$ cat src/rtl/acc_load_pkg.sv
package acc_load_pkg;

  typedef enum logic [2:0] {
    K_NOP,
    K_IMM,
    K_DIR,
    K_REG,
    K_IND,
    K_TDP,
    K_TPC
  } op_kind_t;

  typedef enum logic [2:0] {
    S_FETCH,
    S_DEC,
    S_OPND,
    S_PTR,
    S_DATA,
    S_CODE
  } core_state_t;

endpackage

$ cat src/rtl/acc_load_decode.sv
module acc_load_decode
  import acc_load_pkg::*;
#(
  parameter int DW = 8
) (
  input  logic [DW-1:0] opcode,
  output op_kind_t      kind
);

  always_comb begin
    casez (opcode)
      8'h74:       kind = K_IMM;
      8'hE5:       kind = K_DIR;
      8'b1110_1???: kind = K_REG;
      8'hE6,
      8'hE7:       kind = K_IND;
      8'h93:       kind = K_TDP;
      8'h83:       kind = K_TPC;
      default:     kind = K_NOP;
    endcase
  end

endmodule

$ cat src/rtl/acc_load_agen.sv
module acc_load_agen #(
  parameter int CODE_AW   = 16,
  parameter int DATA_AW   = 8,
  parameter int DW        = 8,
  parameter int BANK_BITS = 2,
  parameter int REG_BITS  = 3
) (
  input  logic [BANK_BITS-1:0] bank,
  input  logic [REG_BITS-1:0]  rsel,
  input  logic [DW-1:0]        acc,
  input  logic [CODE_AW-1:0]   dptr,
  input  logic [CODE_AW-1:0]   pc,
  input  logic                 use_pc,
  output logic [DATA_AW-1:0]   reg_addr,
  output logic [DATA_AW-1:0]   ptr_addr,
  output logic [CODE_AW-1:0]   tbl_addr
);

  localparam int BR_W = BANK_BITS + REG_BITS;

  logic [CODE_AW-1:0] base;
  logic [BR_W-1:0]    reg_idx;
  logic [BR_W-1:0]    ptr_idx;

  assign reg_idx = {bank, rsel};
  assign ptr_idx = {bank, {(REG_BITS-1){1'b0}}, rsel[0]};

  generate
    if (DATA_AW > BR_W) begin : g_pad
      assign reg_addr = {{(DATA_AW-BR_W){1'b0}}, reg_idx};
      assign ptr_addr = {{(DATA_AW-BR_W){1'b0}}, ptr_idx};
    end else begin : g_exact
      assign reg_addr = reg_idx[DATA_AW-1:0];
      assign ptr_addr = ptr_idx[DATA_AW-1:0];
    end
  endgenerate

  // table base is either the data pointer or the address after the opcode
  assign base     = use_pc ? pc + CODE_AW'(1) : dptr;
  assign tbl_addr = base + {{(CODE_AW-DW){1'b0}}, acc};

endmodule

$ cat src/rtl/acc_load_core.sv
module acc_load_core
  import acc_load_pkg::*;
#(
  parameter int             CODE_AW   = 16,
  parameter int             DATA_AW   = 8,
  parameter int             DW        = 8,
  parameter int             BANK_BITS = 2,
  parameter int             REG_BITS  = 3,
  parameter int             BANK_LSB  = 3,
  parameter logic [DW-1:0]  ACC_ALIAS = 8'hE0
) (
  input  logic               clk,
  input  logic               rst,
  input  logic               run,
  input  logic               cfg_we,
  input  logic [CODE_AW-1:0] cfg_pc,
  input  logic [CODE_AW-1:0] cfg_dptr,
  input  logic [DW-1:0]      cfg_status,
  output logic               code_rd,
  output logic [CODE_AW-1:0] code_addr,
  input  logic [DW-1:0]      code_data,
  output logic               data_rd,
  output logic [DATA_AW-1:0] data_addr,
  input  logic [DW-1:0]      data_rdata,
  output logic [DW-1:0]      acc,
  output logic [CODE_AW-1:0] pc,
  output logic [DW-1:0]      status,
  output logic               done,
  output logic [1:0]         mcycles
);

  localparam logic [CODE_AW-1:0] ONE = CODE_AW'(1);
  localparam logic [CODE_AW-1:0] TWO = CODE_AW'(2);

  core_state_t        state;
  op_kind_t           kind;
  op_kind_t           dec_kind;
  logic [CODE_AW-1:0] dptr;
  logic [DATA_AW-1:0] reg_addr;
  logic [DATA_AW-1:0] ptr_addr;
  logic [CODE_AW-1:0] tbl_addr;
  logic               alias_hit;

  acc_load_decode #(.DW(DW)) u_dec (
    .opcode (code_data),
    .kind   (dec_kind)
  );

  acc_load_agen #(
    .CODE_AW  (CODE_AW),
    .DATA_AW  (DATA_AW),
    .DW       (DW),
    .BANK_BITS(BANK_BITS),
    .REG_BITS (REG_BITS)
  ) u_agen (
    .bank    (status[BANK_LSB +: BANK_BITS]),
    .rsel    (code_data[REG_BITS-1:0]),
    .acc     (acc),
    .dptr    (dptr),
    .pc      (pc),
    .use_pc  (dec_kind == K_TPC),
    .reg_addr(reg_addr),
    .ptr_addr(ptr_addr),
    .tbl_addr(tbl_addr)
  );

  assign alias_hit = (code_data == ACC_ALIAS);

  // memory request formation
  always_comb begin
    code_rd   = 1'b0;
    code_addr = pc;
    data_rd   = 1'b0;
    data_addr = reg_addr;
    case (state)
      S_FETCH: code_rd = run;
      S_DEC: begin
        case (dec_kind)
          K_IMM, K_DIR: begin
            code_rd   = 1'b1;
            code_addr = pc + ONE;
          end
          K_REG: data_rd = 1'b1;
          K_IND: begin
            data_rd   = 1'b1;
            data_addr = ptr_addr;
          end
          K_TDP, K_TPC: begin
            code_rd   = 1'b1;
            code_addr = tbl_addr;
          end
          default: ;
        endcase
      end
      S_OPND: begin
        if (kind == K_DIR && !alias_hit) begin
          data_rd   = 1'b1;
          data_addr = DATA_AW'(code_data);
        end
      end
      S_PTR: begin
        data_rd   = 1'b1;
        data_addr = DATA_AW'(data_rdata);
      end
      default: ;
    endcase
  end

  // sequencing and architectural state
  always_ff @(posedge clk) begin
    if (rst) begin
      state   <= S_FETCH;
      kind    <= K_NOP;
      acc     <= '0;
      pc      <= '0;
      dptr    <= '0;
      status  <= '0;
      done    <= 1'b0;
      mcycles <= 2'd0;
    end else begin
      done <= 1'b0;
      case (state)
        S_FETCH: begin
          if (run) begin
            state <= S_DEC;
          end else if (cfg_we) begin
            pc     <= cfg_pc;
            dptr   <= cfg_dptr;
            status <= cfg_status;
          end
        end
        S_DEC: begin
          kind <= dec_kind;
          case (dec_kind)
            K_IMM, K_DIR: state <= S_OPND;
            K_REG:        state <= S_DATA;
            K_IND:        state <= S_PTR;
            K_TDP, K_TPC: state <= S_CODE;
            default: begin
              pc      <= pc + ONE;
              done    <= 1'b1;
              mcycles <= 2'd1;
              state   <= S_FETCH;
            end
          endcase
        end
        S_OPND: begin
          if (kind == K_IMM || alias_hit) begin
            if (kind == K_IMM) acc <= code_data;
            pc      <= pc + TWO;
            done    <= 1'b1;
            mcycles <= 2'd1;
            state   <= S_FETCH;
          end else begin
            state <= S_DATA;
          end
        end
        S_PTR: state <= S_DATA;
        S_DATA: begin
          acc     <= data_rdata;
          pc      <= pc + ((kind == K_DIR) ? TWO : ONE);
          done    <= 1'b1;
          mcycles <= 2'd1;
          state   <= S_FETCH;
        end
        S_CODE: begin
          acc     <= code_data;
          pc      <= pc + ONE;
          done    <= 1'b1;
          mcycles <= 2'd2;
          state   <= S_FETCH;
        end
        default: state <= S_FETCH;
      endcase
    end
  end


  done_single_chk: assert property (@(posedge clk) disable iff (rst)
    done |=> !done);


  pc_moves_on_done_chk: assert property (@(posedge clk) disable iff (rst)
    (pc != $past(pc) && !$past(state == S_FETCH && cfg_we && !run)) |-> done);


  acc_moves_on_done_chk: assert property (@(posedge clk) disable iff (rst)
    (acc != $past(acc)) |-> done);


  two_cycle_only_table_chk: assert property (@(posedge clk) disable iff (rst)
    (done && mcycles == 2'd2) |-> $past(state == S_CODE));


  pointer_reg_limit_chk: assert property (@(posedge clk) disable iff (rst)
    (state == S_DEC && dec_kind == K_IND) |-> (data_rd && data_addr[REG_BITS-1:1] == '0));


  idle_quiet_chk: assert property (@(posedge clk) disable iff (rst)
    (state == S_FETCH && !run) |-> (!code_rd && !data_rd));

endmodule

$ cat config.mk
export PLATFORM = sky130hd
export DESIGN_NAME = acc_load_core
export DESIGN_NICKNAME = d
export VERILOG_FILES = /design/src/rtl/acc_load_pkg.sv /design/src/rtl/acc_load_decode.sv /design/src/rtl/acc_load_agen.sv /design/src/rtl/acc_load_core.sv
export SDC_FILE = /design/constraint.sdc
export NUM_CORES = 1
export LEC_CHECK = 0
export ABC_AREA = 1
export BUFFER_PORTS_ARGS = -buffer_cell sky130_fd_sc_hd__buf_2
export CORE_MARGIN = 2
export CORE_UTILIZATION = 30
export CTS_BUF_LIST = sky130_fd_sc_hd__clkbuf_4
export DETAILED_ROUTE_END_ITERATION = 10
export PLACE_DENSITY_LB_ADDON = 0.3
export SLEW_MARGIN = 20
export SYNTH_ARGS = -nofsm -noshare
export SYNTH_HDL_FRONTEND = slang
export SYNTH_SLANG_ARGS = --single-unit
$ cat constraint.sdc
create_clock -name clk -period 11.05 [get_ports clk]
set_input_delay 2.21 -clock clk [delete_from_list [all_inputs] [get_ports clk]]
set_output_delay 2.21 -clock clk [all_outputs]
set_load 0.02 [all_outputs]
==> metrics.txt, run 1 <==
largest net degree at the start of global routing=42; RePlAce Congestion=0.898; clk_lat worst skew=0.44 ns; Routed Antenna Nets=0; Placement Cell Area=0.00563 mm2; R2R cell count=12; register area share after synthesis=23.4%; Post-Syn Nets=870; Area contributors post-synth=dfxtp_1 23%, nand2_1 14%, o21ai_0 8.7%, nor2_1 7.9%, inv_1 5.9%; IO Port Bufs=120; Cell Area, Synth=0.00487 mm2; Final period util=73.6%; postcts setup bufs=0; vias in the first global route=5304; cell taking the most area after synthesis=dfxtp_1; cell count after placement=1101; initial antenna violation count=0; Die Wd=131 um; Die ar.=0.0173 mm2; ANT cells=0; prevailing post-synth register cell=dfxtp_1; Remaining DRCs=0; Setup Skew=0.0195 ns; Setup crit end kind=primary output; DR WL/cell=15.6 um; final setup fails=0; DR vias=5579; synth unique cells=53; post-synthesis mux area share=0%; CP max stage cell=fa_1; CTS tree=built; mean post-synth cell area=6.16 um2; Compound-Gate Fraction of Synth Area=23.0%; Post-synth EDFFs=0; final wirelength=17.4 mm; Buf/Inv on CP=6; status=finished clean; Simple-Gate Fraction of Synth Area=36.1%; post_cts resized=0; Initial Util=30.6%; XOR/XNOR Fraction of Synth Area=2.34%; Setup TNS=0 ns; Hold Buf Count CTS=0; first-pass GRT wire length=28.1 mm; Worst R2R Setup Slack=8.15 ns; FF-to-FF Start=kind[2]; number of stages on the worst hold path=2; CTS Buf Count=9; dpl hpwl=13.3 mm; Synth top area share=23.4%; Max Transition Viols Final=0; #FFs+latches synth=57; total of max-cap violations=0; cell mode on critical path=nand2_1; core region area=0.0159 mm2; Tmin final=8.13 ns; combinational family with the most area after synthesis=simple AND/OR/NAND/NOR gates; Avg Vias per Cell=5.00; Power Density=101 mW/mm2; worst hold path class=register to register; layout cells sized above 1=21.8%; WP data arrival=5.92 ns; slew margin rel.=36.7%; number of DRC markers in iteration 0=418; Finished Layout Cells=1116; largest fanout on the critical path=25; max incr delay on CP=0.38 ns; crit path launch type=primary input; asr flop ratio synth=0%; grt total ovfl=0; Crit path required time=8.84 ns; fin nets=976; Area Growth Syn to Fin=18.7%; Leak=2.78 nW; peak supply drop=80.7 uV; First-pass DRT Iterations=5; Max Freq=0.123 GHz; Synthesis Warnings=0; GRT Resource Usage Total=20.3%; Root Buffer=clkbuf_4; total power draw=585 uW; CP delay by family, top=simple AND/OR/NAND/NOR gates; Worst-path clk slew=0.09 ns; Site Rows=46; FF-to-FF End=pc[14]; Mapped Cells=790; start point of the worst hold path=mcycles[0]; Max Root-Sink Buffers=2; clock sinks=57; CP Class=primary input to primary output; I/O pins=121; CTS HTree Levels=3; Die Height=131 um; Final Cell Area=0.00578 mm2; unrepaired setup endpoints after global routing=no; final hold viol count=0; Slew @ Worst Pin=0.946 ns; Hold Path Sink=mcycles[0]; Post-Synth Adder-Cell Area=5.45%
==> cells in the final DEF (no fill, tap or decap), types with 8 or more instances in the layout <==
cell,instances
nand2_1,179
buf_2,120
nor2_1,103
o21ai_0,85
inv_1,76
dfxtp_1,57
a21oi_1,44
nand3_1,35
nand2_2,23
ha_1,18
o22ai_1,11
o21ai_1,11
nor3_1,10
clkbuf_4,10
xor2_1,9
nor2_2,8
inv_2,8
a31oi_1,8
o211ai_1,8
==> flip-flops by register name (all words and copies together) (netlist names) <==
signal   cells
dptr        16
pc          16
acc          8
status       8
kind         3
state        3
mcycles      2
done         1
==> cells in the mapped netlist (3+ instances only) <==
cell type	n
nand2_1	179
nor2_1	103
o21ai_0	85
inv_1	76
dfxtp_1	57
a21oi_1	44
nand3_1	35
nand2_2	23
ha_1	18
clkbuf_1	17
o21ai_1	11
o22ai_1	11
nor3_1	10
xor2_1	9
a31oi_1	8
inv_2	8
nor2_2	8
o211ai_1	8
nand4_1	7
nor2_4	6
buf_2	5
nand2_4	5
o2111ai_1	5
buf_4	4
xnor2_1	4
a211oi_1	3
a221oi_1	3
a311oi_1	3
clkinv_1	3
nor4_1	3
==> cells by family (layout without fill, tap and decap cells) <==
kind of cell | count (synthesis) | after routing
AO/OA/AOI/OAI | 195 | 195
XOR/XNOR | 13 | 13
adder cells (fa/ha/maj) | 20 | 20
buffers and inverters | 118 | 228
flip-flops | 57 | 57
AND/OR/NAND/NOR | 387 | 387
==> worst max path at each step <==
stage	from	to	slack, ns	cells past startpoint
finish	code_data[4]	code_addr[10]	2.92	28
global route	code_data[4]	code_addr[10]	2.42	28
CTS	code_data[4]	code_addr[10]	2.90	28
detailed placement	code_data[4]	code_addr[10]	2.91	28
global placement	code_data[4]	code_addr[14]	2.97	28
floorplan	code_data[4]	code_addr[14]	3.24	28
==> routing by layer <==
metal,up-vias,share of wire (%),routed length [um],track usage (%)
li1,2835,-,-,-
met3,26,7.9,1380,5.17
met2,224,45,7820,32.6
met1,2494,45,7800,26.9
met5,-,0,0,0
met4,0,2.1,357,5.98
==> metrics by stage <==
stage,hold slack [ns],utilization (%),worst slack [ns]
after floorplan,0.430,-,3.24
after global placement,0.486,35.5,2.97
after detailed placement,0.481,35.5,2.91
after CTS,0.495,36.4,2.90
after global routing,0.518,36.4,2.42
final,0.499,36.4,2.92
==> power breakdown <==
| group | internal [mW] | switching, mW |
|---|---|---|
| clock | 0.0909 | 0.0822 |
| sequential | 0.221 | 0.0215 |
| combinational | 0.0561 | 0.114 |
==> layout make-up <==
| cell class | instances | area (um2) |
|---|---|---|
| flip-flops and latches | 57 | 1140 |
| inverters | 88 | 332 |
| multi-input cells | 615 | 3250 |
| clock buffers | 10 | 75.1 |
| repair buffers | 125 | 638 |
| fillers | 1784 | 10100 |
| clock inverters | 5 | 71.3 |
| well taps | 216 | 270 |
==> worst min-delay path, stage by stage (launching register included) <==
cell and delay, ns:
dfxtp_1 0.34, nand2_1 0.07, a21oi_1 0.05
No activity file was read; power rests on OpenSTA's default activity.
==> run 2, diff against run 1 <==
- ABC_AREA: 1 -> 0
- clock period: 11.05 -> 8.1 ns (I/O delays scaled with it)
==> run 2 against run 1 <==
Flip-flop and latch count is the same. Critical path depth shrank 9. Hold slack lost 0.039 ns. Synthesized cell count shrank 7.2%. Wire length grew 6.4%. Clock power grew 39%. Area after synthesis grew 4.0%. Total power grew 34%. Non-clock buffer count grew 8. Sequential share of layout area shrank 0.57 points. Global-route usage grew 0.20 points. Count of clock-buffer cells in the layout shrank 1. Highest routed layer unchanged.
==> metrics.txt, run 2 <==
status=finished clean; biggest registers after layout=dptr (16), pc (16); asr flop ratio synth=0% (unchanged); Area Growth Syn to Fin=17.6%; DR WL/cell=17.7 um (+14%); Max Transition Viols Final=0 (unchanged); Leak=2.38 nW (-14%); count leader, synth=nand2_1; R2R cell count=8 (-4); Synth top area share=22.5% (-0.89 points); Setup crit start=code_data[1]; total of max-cap violations=0 (unchanged); max incr delay on CP=0.63 ns (+0.25 ns); mean post-synth cell area=6.90 um2 (+12%); crit path launch type=primary input; Hold Buf Count CTS=0 (unchanged); start point of the worst hold path=status[5]; post_cts resized=0 (unchanged); Remaining DRCs=0 (unchanged); Site Rows=47 (+2.2%); Max Freq=0.130 GHz; Mapped Cells=733 (-7.2%); IO Port Bufs=120 (unchanged); commonest non-fill, non-tap cell in the layout=nand2_1; First-pass DRT Iterations=8 (+3); CP delay by family, top=simple AND/OR/NAND/NOR gates; FF-to-FF End=pc[9]; peak supply drop=106 uV (+31%); DR vias=5803 (+4.0%); prevailing post-synth register cell=dfxtp_1; Setup crit end kind=primary output; CTS tree=built; Post-synth EDFFs=0 (unchanged); fin nets=901 (-7.7%); final hold viol count=0 (unchanged); Die Height=134 um (+1.9%); I/O pins=121 (unchanged); Die ar.=0.0179 mm2 (+3.8%); Final period util=94.8%; CTS HTree Levels=3 (unchanged); initial antenna violation count=1 (+1); RePlAce Congestion=0.880 (-1.9%); unrepaired setup endpoints after global routing=no; clk_lat worst skew=0.46 ns (+0.02 ns); Avg Vias per Cell=5.55 (+11%); first-pass GRT wire length=29.2 mm (+3.8%); #FFs+latches synth=57 (unchanged); dpl hpwl=13.8 mm (+3.2%); Worst-path clk slew=0.11 ns (+0.02 ns); final setup fails=0 (unchanged); Setup TNS=0 ns (unchanged); Max Root-Sink Buffers=2 (unchanged); worst hold margin=0.460 ns (-0.0395 ns); number of DRC markers in iteration 0=546 (+31%); Crit path required time=6.48 ns (-2.36 ns); Tmin final=7.68 ns; Placement Cell Area=0.00579 mm2 (+2.8%); slew margin rel.=36.7% (about the same); Post-Syn Nets=813 (-6.6%); Power Density=132 mW/mm2 (+31%); worst hold path class=register to register; CP Class=primary input to primary output; layout cells sized above 1=20.5% (-1.3 points); Synthesis Warnings=0 (unchanged); Cell Area, Synth=0.00506 mm2 (+4.0%); Root Buffer=clkbuf_4; GRT Resource Usage Total=20.5% (+0.20 points); Commonest cells post-synth=124 x nand2_1, 84 x a21oi_1, 68 x nor2_1; FF-to-FF Start=state[0]; CP max stage cell=nor2b_1; largest fanout on the critical path=18 (-28%); Final Cell Area=0.00595 mm2 (+3.0%); register area share after synthesis=22.5% (-0.89 points); final core occ=36.0% (-0.37 points); Routed Antenna Nets=0 (unchanged); Slew @ Worst Pin=0.949 ns (+0.00298 ns); commonest non-fill, non-tap cells in the layout=124 x nand2_1, 120 x buf_2, 83 x a21oi_1; WP data arrival=6.06 ns (+0.14 ns); Initial Util=30.6% (about the same); Buf/Inv on CP=3 (-3); cell taking the most area after synthesis=dfxtp_1; Hold Path Sink=status[5]; Area contributors post-synth=dfxtp_1 23%, nand2_1 9.2%, a21oi_1 8.3%, nor2_1 5.0%, ha_1 4.4%; grt total ovfl=0 (unchanged); final wirelength=18.5 mm (+6.4%); largest net degree at the start of global routing=55 (+31%); number of stages on the worst hold path=2 (unchanged); Setup Skew=0.0130 ns (-0.00648 ns); core region area=0.0165 mm2 (+4.0%); Die Wd=134 um (+1.9%); Worst R2R Setup Slack=4.89 ns (-3.26 ns); worst path cell trace=buf_2 -> nor2b_1 -> and2_1 -> o21ai_0 -> a21boi_0 -> ha_1 -> nand3_1 -> buf_4 -> nand2_1 -> o21ai_0 -> ha_1 -> nand3_1 -> o2111ai_1 -> a21oi_1 -> nor3_1 -> nor4b_2 -> mux2i_1 -> nand2_1 -> buf_2; vias in the first global route=5297 (-0.13%); postcts setup bufs=0 (unchanged); synth unique cells=73 (+38%); CTS Buf Count=9 (unchanged); clock sinks=57 (unchanged)
## run 2: layer usage
layer  wire length, um  global-route usage [%]  up-vias  part of all wire (%)
met5                 0                       0        -                     0
met4               232                    4.79        0                   1.3
met3              1220                    3.70       18                   6.6
met2              8160                    32.0      243                    44
met1              8850                    29.4     2671                    48
li1                  -                       -     2871                     -
## run 2: logic make-up (layout without fill, tap and decap cells)
group                    Yosys count  after routing  synth area share [%]
AND/OR/NAND/NOR                  292            292                  27.2
AO/OA/AOI/OAI                    257            257                  33.2
buffers and inverters             78            170                  6.60
flip-flops                        57             57                  22.5
XOR/XNOR                          23             23                  3.98
adder cells (fa/ha/maj)           20             20                  5.24
multiplexers                       6              6                  1.24
other                              0              1                     0
## run 2: worst max-delay path by stage
stage,to,slack [ns],cells after the start
floorplan,code_addr[8],1.08,20
global placement,code_addr[15],0.69,19
detailed placement,code_addr[15],0.51,19
CTS,code_addr[15],0.48,19
global route,code_addr[15],0.09,19
finish,code_addr[15],0.42,19
## run 2: metrics by stage
step	cells	setup slack, ns	total power, mW
finish	1046	0.423	0.787
detailed placement	1030	0.513	0.549
CTS	1045	0.482	0.792
global route	1046	0.0884	0.827
floorplan	733	1.08	0.470
global placement	1030	0.687	0.548
## run 2: cell type report
cell class	count	area, um2
flip-flops and latches	57	1140
multi-input cells	598	3600
diodes	1	2.50
repair buffers	133	698
fillers	1803	10600
inverters	22	82.6
clock inverters	6	83.8
clock buffers	9	67.6
well taps	220	275
## run 2: worst register-to-register path: stages, from the launching register on
cell and delay [ns]:
dfxtp_1 0.72, clkinv_1 0.49, a311oi_1 0.51, o211ai_1 0.20, a21o_1 0.28, a21boi_2 0.14
buf_4 0.31, o21ai_0 0.18, a221oi_1 0.30
## run 2: power by group
group / switching (mW) / internal [mW]
logic: 0.132 / 0.0788
clock network: 0.120 / 0.122
registers: 0.0380 / 0.296
total: 0.290 / 0.496
==> run 3, diff against run 2 <==
- CORE_UTILIZATION: 30 -> 40
==> run 3 against run 2 <==
Flip-flop and latch count is the same. Sequential power about the same. Die area decreased by 24%. Combinational power hardly changed.
==> metrics.txt, run 3 (synthesized netlist as in run 2, its figures left out) <==
number of stages on the worst hold path=2 (unchanged); Avg Vias per Cell=5.84 (+5.2%); largest net degree at the start of global routing=55 (unchanged); Routed Antenna Nets=0 (unchanged); I/O pins=121 (unchanged); Final period util=93.6% (-1.2 points); IO Port Bufs=120 (unchanged); Root Buffer=clkbuf_4; grt total ovfl=0 (unchanged); initial antenna violation count=0 (-1); FF-to-FF End=pc[6]; biggest registers after layout=dptr (16), pc (16); clock sinks=57 (unchanged); Finished Layout Cells=997 (-4.7%); fillers=1329 (-26%); GRT Resource Usage Total=24.9% (+4.4 points); CTS Buf Count=9 (unchanged); first-pass GRT wire length=26.6 mm (-8.9%); Setup crit start=code_data[1]; R2R cell count=8 (unchanged); CTS tree=built; fin nets=900 (-0.11%); total of max-cap violations=0 (unchanged); Placement Cell Area=0.00573 mm2 (-1.2%); dpl ws=0.575 ns (+0.0628 ns); Setup crit end kind=primary output; Worst R2R Setup Slack=4.90 ns (about the same); Hold Buf Count CTS=0 (unchanged); final hold viol count=0 (unchanged); Leak=2.39 nW (+0.55%); commonest non-fill, non-tap cell in the layout=nand2_1; Setup TNS=0 ns (unchanged); Die Height=116 um (-13%); Final Cell Area=0.00591 mm2 (-0.67%); Slew @ Worst Pin=1.01 ns (+0.0579 ns); Max Root-Sink Buffers=2 (unchanged); WP data arrival=5.96 ns (-0.10 ns); dpl hpwl=12.5 mm (-9.4%); RePlAce Congestion=0.962 (+9.2%); number of DRC markers in iteration 0=655 (+20%); Max Transition Viols Final=0 (unchanged); First-pass DRT Iterations=8 (unchanged); postcts setup bufs=0 (unchanged); commonest non-fill, non-tap cells in the layout=124 x nand2_1, 120 x buf_2, 83 x a21oi_1; Crit path required time=6.48 ns (about the same); CTS HTree Levels=3 (unchanged); FF-to-FF Start=state[1]; ANT cells=0 (-1); slew margin rel.=32.4% (-4.4 points); Area Growth Syn to Fin=16.8%; Power Density=138 mW/mm2 (+4.7%); Remaining DRCs=0 (unchanged); largest fanout on the critical path=18 (unchanged); worst hold path class=register to register; DR WL/cell=16.9 um (-4.5%); vias in the first global route=5123 (-3.3%); unrepaired setup endpoints after global routing=no; peak supply drop=110 uV (+3.6%); post_cts resized=0 (unchanged); Reg area=0.00114 mm2 (unchanged); final wirelength=16.8 mm (-9.0%); Max Freq=0.132 GHz (+1.3%); Die Wd=116 um (-13%); Die ar.=0.0136 mm2 (-24%); Tmin final=7.58 ns (-0.0960 ns); CP Class=primary input to primary output; setup ws final=0.519 ns (+0.0960 ns); Worst-path clk slew=0.10 ns (about the same); layout cells sized above 1=20.5% (unchanged); cell count after placement=981 (-4.8%); clk_lat worst skew=0.43 ns (-0.03 ns); final core occ=47.4% (+11 points); final setup fails=0 (unchanged); crit path launch type=primary input; status=finished clean; Hold Path Sink=status[7]; core region area=0.0125 mm2 (-25%); Setup Skew=0.00831 ns (-0.00468 ns); Initial Util=40.6% (+10 points); Site Rows=41 (-13%); start point of the worst hold path=status[7]; DR vias=5818 (+0.26%); Multi-input gate area=0.00360 mm2 (unchanged)
run 3: cell types whose count changed in the layout (fill, tap and decap cells not counted):
cell / previous run / this run
bufinv_16: 2 / 3
diode_2: 1 / 0
clkinvlp_4: 2 / 1
buf_4: 13 / 12
clkbuf_4: 9 / 10
run 3: worst max path at each step:
stage | to | cells past startpoint
finish | code_addr[15] | 20
global route | code_addr[15] | 20
CTS | code_addr[15] | 20
detailed placement | code_addr[15] | 20
global placement | code_addr[15] | 20
floorplan | code_addr[8] | 20
run 3: worst max-delay path: stages:
cell       delay [ns]
buf_2            0.13
nor2b_1          0.63
and2_1           0.22
o21ai_0          0.07
a21boi_0         0.38
ha_1             0.24
nand3_1          0.07
buf_4            0.24
nand2_1          0.07
o21ai_0          0.08
ha_1             0.36
nand3_1          0.12
o2111ai_1        0.25
a21oi_1          0.10
buf_4            0.17
nor3_1           0.43
nor4b_2          0.33
mux2i_1          0.22
nand2_1          0.07
buf_2            0.16
run 3: cell type report:
cell class / instances / area share [%]
Clock inverter: 6 / 1.80
Timing Repair Buffer: 132 / 11.7
Sequential cell: 57 / 19.3
Inverter: 22 / 1.40
Clock buffer: 10 / 1.27
Tap cell: 172 / 3.64
Multi-Input combinational cell: 598 / 60.9
run 3: power breakdown:
part           internal, mW  switching [mW]  leakage [nW]  total, mW
Clock                 0.158           0.119        0.0940      0.277
Combinational        0.0786           0.129          1.83      0.208
Sequential            0.296          0.0372         0.465      0.333
run 3: layer usage:
metal | vias up | global-route usage (%) | share of wire [%]
met4 | 0 | 7.22 | 1.9
met3 | 29 | 4.46 | 8.2
met5 | - | 0 | 0
met2 | 270 | 37.6 | 43
li1 | 2860 | - | -
met1 | 2659 | 36.2 | 47
run 3: per-stage QoR:
| step | hold slack, ns | power, mW |
|---|---|---|
| after floorplan | 0.436 | 0.470 |
| after detailed placement | 0.445 | 0.543 |
| after global placement | 0.441 | 0.542 |
| after CTS | 0.460 | 0.819 |
| final | 0.456 | 0.818 |
| after global routing | 0.487 | 0.861 |
